File: src/rtl/irqstat_pkg.sv
package irqstat_pkg;

  // Flag positions inside the status byte
  localparam int FLAG_EXT   = 0;
  localparam int FLAG_RECOV = 1;
  localparam int FLAG_SENSE = 2;
  localparam int FLAG_LOST  = 3;
  localparam int FLAG_TRMT  = 4;
  localparam int FLAG_TLOC  = 5;

  localparam int NUM_FLAGS  = 6;
  localparam int STATUS_W   = 8;

  // How a flag loses its value
  typedef enum logic [1:0] {
    CLR_BY_READ   = 2'd0,
    CLR_BY_SOURCE = 2'd1
  } clr_rule_e;

  function automatic clr_rule_e rule_of(input int idx);
    if (idx == FLAG_RECOV || idx == FLAG_SENSE || idx == FLAG_LOST)
      return CLR_BY_READ;
    return CLR_BY_SOURCE;
  endfunction

endpackage

File: src/rtl/irqstat_sync.sv
module irqstat_sync #(
  parameter int STAGES = 2
) (
  input  logic clk,
  input  logic rst,
  input  logic d_i,
  output logic q_o
);
  logic [STAGES-1:0] pipe_q;

  generate
    if (STAGES == 1) begin : g_one
      always_ff @(posedge clk) begin
        if (rst) pipe_q <= '0;
        else     pipe_q <= d_i;
      end
    end else begin : g_many
      always_ff @(posedge clk) begin
        if (rst) pipe_q <= '0;
        else     pipe_q <= {pipe_q[STAGES-2:0], d_i};
      end
    end
  endgenerate

  assign q_o = pipe_q[STAGES-1];
endmodule

File: src/rtl/irqstat_rise.sv
module irqstat_rise (
  input  logic clk,
  input  logic rst,
  input  logic lvl_i,
  output logic rise_o
);
  logic prev_q;

  always_ff @(posedge clk) begin
    if (rst) prev_q <= 1'b0;
    else     prev_q <= lvl_i;
  end

  assign rise_o = lvl_i & ~prev_q;
endmodule

File: src/rtl/irqstat_rdclr.sv
module irqstat_rdclr #(
  parameter int CNT_W   = 3,
  parameter int CLR_IDX = 1
) (
  input  logic             rd_strobe_i,
  input  logic             rd_tick_i,
  input  logic [CNT_W-1:0] rd_bitcnt_i,
  output logic             clr_o
);
  localparam logic [CNT_W-1:0] CLR_CNT = CNT_W'(CLR_IDX);

  always_comb begin
    clr_o = rd_strobe_i & rd_tick_i & (rd_bitcnt_i == CLR_CNT);
  end
endmodule

File: src/rtl/irqstat_flag.sv
module irqstat_flag
  import irqstat_pkg::*;
#(
  parameter clr_rule_e RULE = CLR_BY_READ
) (
  input  logic clk,
  input  logic rst,
  input  logic set_i,
  input  logic rd_clr_i,
  input  logic src_gone_i,
  output logic flag_d_o,
  output logic flag_o
);
  logic flag_q;

  generate
    if (RULE == CLR_BY_READ) begin : g_read
      always_comb begin
        if (set_i)         flag_d_o = 1'b1;
        else if (rd_clr_i) flag_d_o = 1'b0;
        else               flag_d_o = flag_q;
      end
      AST_READ_CLEARS: assert property (@(posedge clk) disable iff (rst)
        (rd_clr_i && !set_i) |=> !flag_o);
    end else begin : g_src
      always_comb begin
        if (set_i)           flag_d_o = 1'b1;
        else if (src_gone_i) flag_d_o = 1'b0;
        else                 flag_d_o = flag_q;
      end
      AST_SRC_CLEARS: assert property (@(posedge clk) disable iff (rst)
        (src_gone_i && !set_i) |=> !flag_o);
    end
  endgenerate

  always_ff @(posedge clk) begin
    if (rst) flag_q <= 1'b0;
    else     flag_q <= flag_d_o;
  end

  assign flag_o = flag_q;

  AST_SET_WINS: assert property (@(posedge clk) disable iff (rst)
    set_i |=> flag_o);
endmodule

File: src/rtl/irqstat_top.sv
module irqstat_top
  import irqstat_pkg::*;
#(
  parameter int CNT_W       = 3,
  parameter int CLR_IDX     = 1,
  parameter int SYNC_STAGES = 2
) (
  input  logic                 clk,
  input  logic                 rst,
  input  logic                 sense_evt_i,
  input  logic                 recov_req_i,
  input  logic                 recov_done_i,
  input  logic                 bus_lost_i,
  input  logic                 ext_irq_n_i,
  input  logic                 test_en_loc_i,
  input  logic                 test_en_rmt_i,
  input  logic [NUM_FLAGS-1:0] mask_i,
  input  logic                 rd_strobe_i,
  input  logic                 rd_tick_i,
  input  logic [CNT_W-1:0]     rd_bitcnt_i,
  output logic [STATUS_W-1:0]  status_o,
  output logic                 irq_n_o
);
  localparam int PAD_W = STATUS_W - NUM_FLAGS;

  logic                 ext_low;
  logic                 loc_rise, rmt_rise;
  logic                 rd_clr;
  logic [NUM_FLAGS-1:0] set_vec, gone_vec, flag_d, flag_q;
  logic                 irq_n_q;

  irqstat_sync #(.STAGES(SYNC_STAGES)) u_sync (
    .clk (clk), .rst (rst), .d_i (~ext_irq_n_i), .q_o (ext_low)
  );

  irqstat_rise u_rise_loc (
    .clk (clk), .rst (rst), .lvl_i (test_en_loc_i), .rise_o (loc_rise)
  );

  irqstat_rise u_rise_rmt (
    .clk (clk), .rst (rst), .lvl_i (test_en_rmt_i), .rise_o (rmt_rise)
  );

  irqstat_rdclr #(.CNT_W(CNT_W), .CLR_IDX(CLR_IDX)) u_rdclr (
    .rd_strobe_i (rd_strobe_i),
    .rd_tick_i   (rd_tick_i),
    .rd_bitcnt_i (rd_bitcnt_i),
    .clr_o       (rd_clr)
  );

  // Per-flag set and source-gone conditions
  always_comb begin
    set_vec              = '0;
    gone_vec             = '0;
    set_vec[FLAG_EXT]    = ext_low;
    gone_vec[FLAG_EXT]   = ~ext_low;
    set_vec[FLAG_RECOV]  = recov_done_i;
    set_vec[FLAG_SENSE]  = sense_evt_i & ~recov_req_i;
    set_vec[FLAG_LOST]   = bus_lost_i;
    set_vec[FLAG_TRMT]   = rmt_rise;
    gone_vec[FLAG_TRMT]  = ~test_en_rmt_i;
    set_vec[FLAG_TLOC]   = loc_rise;
    gone_vec[FLAG_TLOC]  = ~test_en_loc_i;
  end

  for (genvar i = 0; i < NUM_FLAGS; i++) begin : g_flag
    irqstat_flag #(.RULE(rule_of(i))) u_flag (
      .clk        (clk),
      .rst        (rst),
      .set_i      (set_vec[i]),
      .rd_clr_i   (rd_clr),
      .src_gone_i (gone_vec[i]),
      .flag_d_o   (flag_d[i]),
      .flag_o     (flag_q[i])
    );
  end

  // Output registered from next-state so it moves with the flags
  always_ff @(posedge clk) begin
    if (rst) irq_n_q <= 1'b1;
    else     irq_n_q <= ~|(flag_d & ~mask_i);
  end

  assign status_o = {{PAD_W{1'b0}}, flag_q};
  assign irq_n_o  = irq_n_q;

  AST_RESET_STATE: assert property (@(posedge clk)
    rst |=> (status_o == '0 && irq_n_o));
  AST_SENSE_MASKED: assert property (@(posedge clk) disable iff (rst)
    $rose(status_o[FLAG_SENSE]) |-> $past(sense_evt_i && !recov_req_i));
  AST_IRQ_NOR: assert property (@(posedge clk) disable iff (rst)
    1'b1 |=> (irq_n_o == !(|(status_o[NUM_FLAGS-1:0] & ~$past(mask_i)))));
  AST_EXT_PERSIST: assert property (@(posedge clk) disable iff (rst)
    (status_o[FLAG_EXT] && ext_low && rd_clr) |=> status_o[FLAG_EXT]);
  AST_TEST_NO_READ_CLR: assert property (@(posedge clk) disable iff (rst)
    (status_o[FLAG_TLOC] && test_en_loc_i && rd_clr) |=> status_o[FLAG_TLOC]);
endmodule

File: config.mk
export PLATFORM = sky130hd
export DESIGN_NAME = irqstat_top
export DESIGN_NICKNAME = d
export VERILOG_FILES = /design/src/rtl/irqstat_pkg.sv /design/src/rtl/irqstat_sync.sv /design/src/rtl/irqstat_rise.sv /design/src/rtl/irqstat_rdclr.sv /design/src/rtl/irqstat_flag.sv /design/src/rtl/irqstat_top.sv
export SDC_FILE = /design/constraint.sdc
export NUM_CORES = 1
export LEC_CHECK = 0
export ABC_AREA = 1
export BUFFER_PORTS_ARGS = -buffer_cell sky130_fd_sc_hd__buf_2
export CORE_MARGIN = 8
export CORE_UTILIZATION = 38
export DETAILED_ROUTE_END_ITERATION = 10
export GPL_TIMING_DRIVEN = 0
export MAX_ROUTING_LAYER = met4
export PLACE_DENSITY_LB_ADDON = 0.1
export SLEW_MARGIN = 10
export SYNTH_ARGS = -nofsm -noshare
export SYNTH_HDL_FRONTEND = slang
export SYNTH_SLANG_ARGS = --single-unit
File: constraint.sdc
create_clock -name clk -period 2.3 [get_ports clk]
set_input_delay 0.115 -clock clk [delete_from_list [all_inputs] [get_ports clk]]
set_output_delay 0.115 -clock clk [all_outputs]
set_load 0.1 [all_outputs]
== After elaboration in Yosys (flattened, before gate mapping) ==
Index checks and enable logic that the tools add are counted.

* Register bits after elaboration: 11
* Output and inout port bits: 9

* Equal/unequal tests: 1
* Mux-type cells: 11
* Bitwise logic cells: 11
* Reduce and logical (&&, ||, !) cells: 2

{| class="wikitable"
|+ Operators by type and width
! cell !! number
|-
| two-way mux 1 bit || 11
|-
| bitwise AND 6 bit || 1
|-
| NOT 6 bit || 1
|-
| OR reduction 6 bit || 1
|-
| bitwise AND 1 bit || 5
|-
| NOT 1 bit || 4
|-
| equality test 3 x 1 -> 1 bit, second input constant || 1
|-
| logical NOT 1 bit || 1
|}

== Depth between registers and ports, before layout ==
* Word-level depth: 7
* Depth in mapped cells: 8
* Mapped depth without buffers: 8

== By module ==
Synthesis repeated with hierarchy kept, for this count alone.

* Cell total of the unflattened synthesis: 84
* Area total of the unflattened synthesis: 556.8 um2

{| class="wikitable"
|+ By module, submodules not included
! module !! times used !! cells each !! area an instance (um2) !! seq. area each (um2)
|-
| irqstat_flag || 6 || 6 || 46.3 || 20.0
|-
| irqstat_top || 1 || 29 || 133.9 || 20.0
|-
| irqstat_rise || 2 || 4 || 31.3 || 20.0
|-
| irqstat_sync || 1 || 6 || 55.1 || 40.0
|-
| irqstat_rdclr || 1 || 5 || 27.5 || 0.0
|}

== Worst setup path before layout ==
OpenSTA, ideal clock, no wires.

* Path kind: register -> output
* Start: register irq_n_q, in the netlist irq_n_o
* End: output port irq_n_o
* Arrival: 909 ps
* Required time: 2185 ps
* Path slack: 1276 ps
* Stages on the path, launching flop included: 1
* Cell sequence: dfxtp_1

{| class="wikitable"
|+ RTL lines
! what !! RTL line !! RTL
|-
| start: declaration || irqstat_top.sv:30 || <nowiki>logic irq_n_q;</nowiki>
|-
| start signal: assignment || irqstat_top.sv:81 || <nowiki>else irq_n_q <= ~|(flag_d & ~mask_i);</nowiki>
|-
| end: declaration || irqstat_top.sv:22 || <nowiki>output logic irq_n_o</nowiki>
|}

No word-level cell between the ends.

== Final worst setup path ==
* Start: register g_flag[1].u_flag.flag_q
* End: output port status_o[1]

{| class="wikitable"
|+ RTL lines
! what !! RTL line !! RTL
|-
| start: declaration || irqstat_flag.sv:14 || <nowiki>logic flag_q;</nowiki>
|-
| start signal: assignment || irqstat_flag.sv:38 || <nowiki>else flag_q <= flag_d_o;</nowiki>
|-
| end: declaration || irqstat_top.sv:21 || <nowiki>output logic [STATUS_W-1:0] status_o,</nowiki>
|}

No word-level cell between the ends.

==> impl_summary.txt <==
----------------------------------------------------
[Status]
  Run status ... finished, final reports clean

[Cells and area]
  Non-Filler Instances ... 121
  Syn-to-layout area delta ... 36.7%
  Post-layout utilization of the core ... 0.548
  Nets@finish ... 127
  Antenna cell count ... 0
  Filler cell count ... 149
  Final design area excluding fillers ... 704 sq um
  Share of layout cells above drive strength 1 ... 0.415

[Drt]
  DRC ... 0
  Violation count after the first detailed-routing iteration ... 2
  Mean routed wirelength per cell ... 7.81 microns
  DR pass1 iterations ... 2
  Number of vias in the routed layout ... 483
  Via density ... 3.99
  Wirelength, routed ... 945 microns
  Antenna Violating Nets Remaining ... 0

[Place]
  Instance area at placement ... 668 sq um
  Pre-CTS setup slack ... 1.35 ns
  Post-Place Cells ... 116
  Number of input and output port buffers inserted ... 26
  Detail Placement HPWL ... 814 microns
  RePlAce Congestion ... 0.714

[Worst setup path]
  Endpoint type of the worst setup path ... output port
  Crit path arrival time ... 1.11 ns
  Startpoint type of the worst setup path ... flop
  Slowest library cell on the worst path ... sky130_fd_sc_hd__buf_2
  Critical path buffers and inverters ... 2
  Delay contributed by the slowest stage of the critical path ... 0.41 ns
  Kind of critical path ... reg2out
  Endpoint required time on the critical path ... 2.18 ns
  Critical path, cell by cell ... buf_4 > buf_2
  Largest fanout on the critical path ... 2
  Kind of cell with the highest combined delay on the critical path ... buffers and inverters

[Floorplanning]
  Core Rows ... 13
  Core Box Area ... 1280 sq um
  Area enclosed by the die boundary ... 2790 sq um
  Floorplan die width ... 52.8 microns
  Vertical extent of the die ... 52.8 microns
  Number of I/O pins ... 29
  Effective utilization at floorplan ... 0.401

[Timing]
  Minimum period implied by the final worst setup slack ... 1.22 ns
  Crit path setup slack, layout ... 1.08 ns
  Post-route clock skew ... 0.00108 ns
  Final worst-path cycle share ... 0.532
  RSZ-0062 raised after global routing ... no
  Setup Viol. Count Final ... 0
  Highest clock rate ... 0.817 GHz
  Final slew viol count ... 0
  Number of endpoints with negative hold slack in the final report ... 0
  Total negative setup slack ... 0 ns

[Pwr]
  Portion of total power attributed to combinational logic ... 0.301
  VDD IR-drop max ... 341 uV
  Clock group share of total power ... 0.262
  Static Leakage ... 0.434 nW
  Switching part of the total ... 0.346
  Seq pwr share ... 0.437
  Switching Power ... 0.000163 W
  Internal cell power ... 0.000309 W
  Pwr per Cell Area ... 670 nW/um^2

[Synthesis]
  Gate Count Post-Synth ... 74
  Number of storage elements in the synthesis netlist ... 11
  Distinct cell type count of the synthesized netlist ... 13
  Synthesis warning total ... 0
  Portion of the post-synthesis area used by sequential elements ... 0.427
  Syn avg cell area ... 6.97 sq um
  Combined area of all synthesized cells ... 515 sq um

[Clocking]
  Clock tree from TritonCTS ... built
  Clock edge transition at the registers on the reported setup and hold paths ... 0.06 ns
  Total clock sinks ... 11
  Num CTS Buffers ... 3
  Number of buffers inserted to repair setup after CTS ... 0
  Maximum clock insertion buffer count ... 2
  Master cell of the clock root buffer ... sky130_fd_sc_hd__clkbuf_4
  H-tree lvl count ... 1
  Clock Latency Late Sink ... 0.26 ns

[Run]
  Reported max-cap violation count ... 0

[Global routing]
  Wire length of the first global-routing pass ... 1630 microns
  Total congestion overflow ... 0
  Number of global-route vias before repair ... 427
  Largest net degree at the start of global routing ... 11
  Combined global-route utilization of all metal layers ... 0.0794
  Number of antenna violations at the first check in global routing ... 0

[Min path]
  Worst min-delay path class ... in2reg

----------------------------------------------------
## worst reg2reg max path, delay by kind of cell, from the launching register on
family | cells | cell delay, ns
compound gates | 2 | 0.19
flops | 1 | 0.31
simple gates | 5 | 0.33
## per-stage QoR
step,total power (W),hold slack [ns]
final,0.000472,0.0549
after global routing,0.000499,0.0515
after CTS,0.000479,0.0472
after detailed placement,0.000353,0.273
after global placement,0.000351,0.273
after floorplan,0.000324,0.187
## state kept, by name, summed over array words and instances (netlist names)
| signal | cells |
|---|---|
| irq_n_o | 1 |
| u_sync.pipe_q | 2 |
| u_rise_loc.prev_q | 1 |
| u_rise_rmt.prev_q | 1 |
| g_flag.u_flag.flag_o | 6 |
## final timing paths
kind / from / to / slack, ns / cells past startpoint
max: g_flag[1].u_flag.flag_o$_SDFF_PP0_ / status_o[1] / 1.08 / 2
min: rst / irq_n_o$_SDFF_PP1_ / 0.05 / 3
max reg2reg: g_flag[4].u_flag.flag_o$_SDFF_PP0_ / irq_n_o$_SDFF_PP1_ / 1.40 / 7
min reg2reg: u_sync.pipe_q[0]$_SDFF_PP0_ / u_sync.pipe_q[1]$_SDFF_PP0_ / 0.41 / 2
## power groups by stage
stage | clock network, W | logic, W | registers [W]
finish | 0.000124 | 0.000142 | 0.000206
global route | 0.000139 | 0.000153 | 0.000207
CTS | 0.000129 | 0.000143 | 0.000206
detailed placement | 0 | 0.000142 | 0.000211
global placement | 0 | 0.000141 | 0.000210
floorplan | 0 | 0.000103 | 0.000222
## Yosys cell counts
master,instances,share of area
sky130_fd_sc_hd__clkbuf_1,1,0.0073
sky130_fd_sc_hd__o21ai_1,1,0.0097
sky130_fd_sc_hd__nand2_1,15,0.11
sky130_fd_sc_hd__nor2_2,1,0.012
sky130_fd_sc_hd__conb_1,1,0.0073
sky130_fd_sc_hd__nand3_2,1,0.019
sky130_fd_sc_hd__inv_1,17,0.12
sky130_fd_sc_hd__buf_4,8,0.12
sky130_fd_sc_hd__a21oi_1,3,0.029
sky130_fd_sc_hd__nand2_2,4,0.049
sky130_fd_sc_hd__dfxtp_1,11,0.43
sky130_fd_sc_hd__nor2_1,10,0.073
sky130_fd_sc_hd__o21ai_2,1,0.017
## per-layer routing
layer  wire [microns]  part of all wire  GRT usage  vias up
met3              118              0.12     0.0483        0
li1                 -                 -          -      263
met2              435              0.46      0.119       19
met1              391              0.41     0.0844      201
met5                0                 0          -        -
met4                0                 0     0.0259        0
## layout make-up
cell class                      count  area (sq um)  area share
Tap cell                           15          18.8      0.0266
Clock buffer                        4          26.3      0.0373
Timing Repair Buffer               27           140       0.199
Sequential cell                    11           220       0.313
Inverter                           17          63.8      0.0906
Buffer                              9          63.8      0.0906
Multi-Input combinational cell     38           171       0.243
## cell families (layout without fill, tap and decap cells)
| logic type | after synthesis | count (layout) | synth area share |
|---|---|---|---|
| AOI/OAI and AO/OA | 5 | 5 | 0.0558 |
| buffers and inverters | 26 | 57 | 0.248 |
| DFF | 11 | 11 | 0.427 |
| other | 1 | 2 | 0.00727 |
| and+or+nand+nor | 31 | 31 | 0.262 |
## what timing repair did
action / 4_1_cts / 5_1_grt
endpoints found under the hold margin: 1 / 0
hold buffers: 1 / 0
gates resized for setup: 0 / 0
## placed cells by master, fill, tap and decap left out, types with 2 or more instances in the layout
cell type and count:
sky130_fd_sc_hd__conb_1 2, sky130_fd_sc_hd__clkbuf_4 3, sky130_fd_sc_hd__nand2_2 4, sky130_fd_sc_hd__nor2_1 10, sky130_fd_sc_hd__buf_2 26, sky130_fd_sc_hd__buf_4 8, sky130_fd_sc_hd__dfxtp_1 11, sky130_fd_sc_hd__a21oi_1 3
sky130_fd_sc_hd__nand2_1 15, sky130_fd_sc_hd__inv_1 17, sky130_fd_sc_hd__clkbuf_1 2
Note: power is estimated with default switching activity, not from simulation.
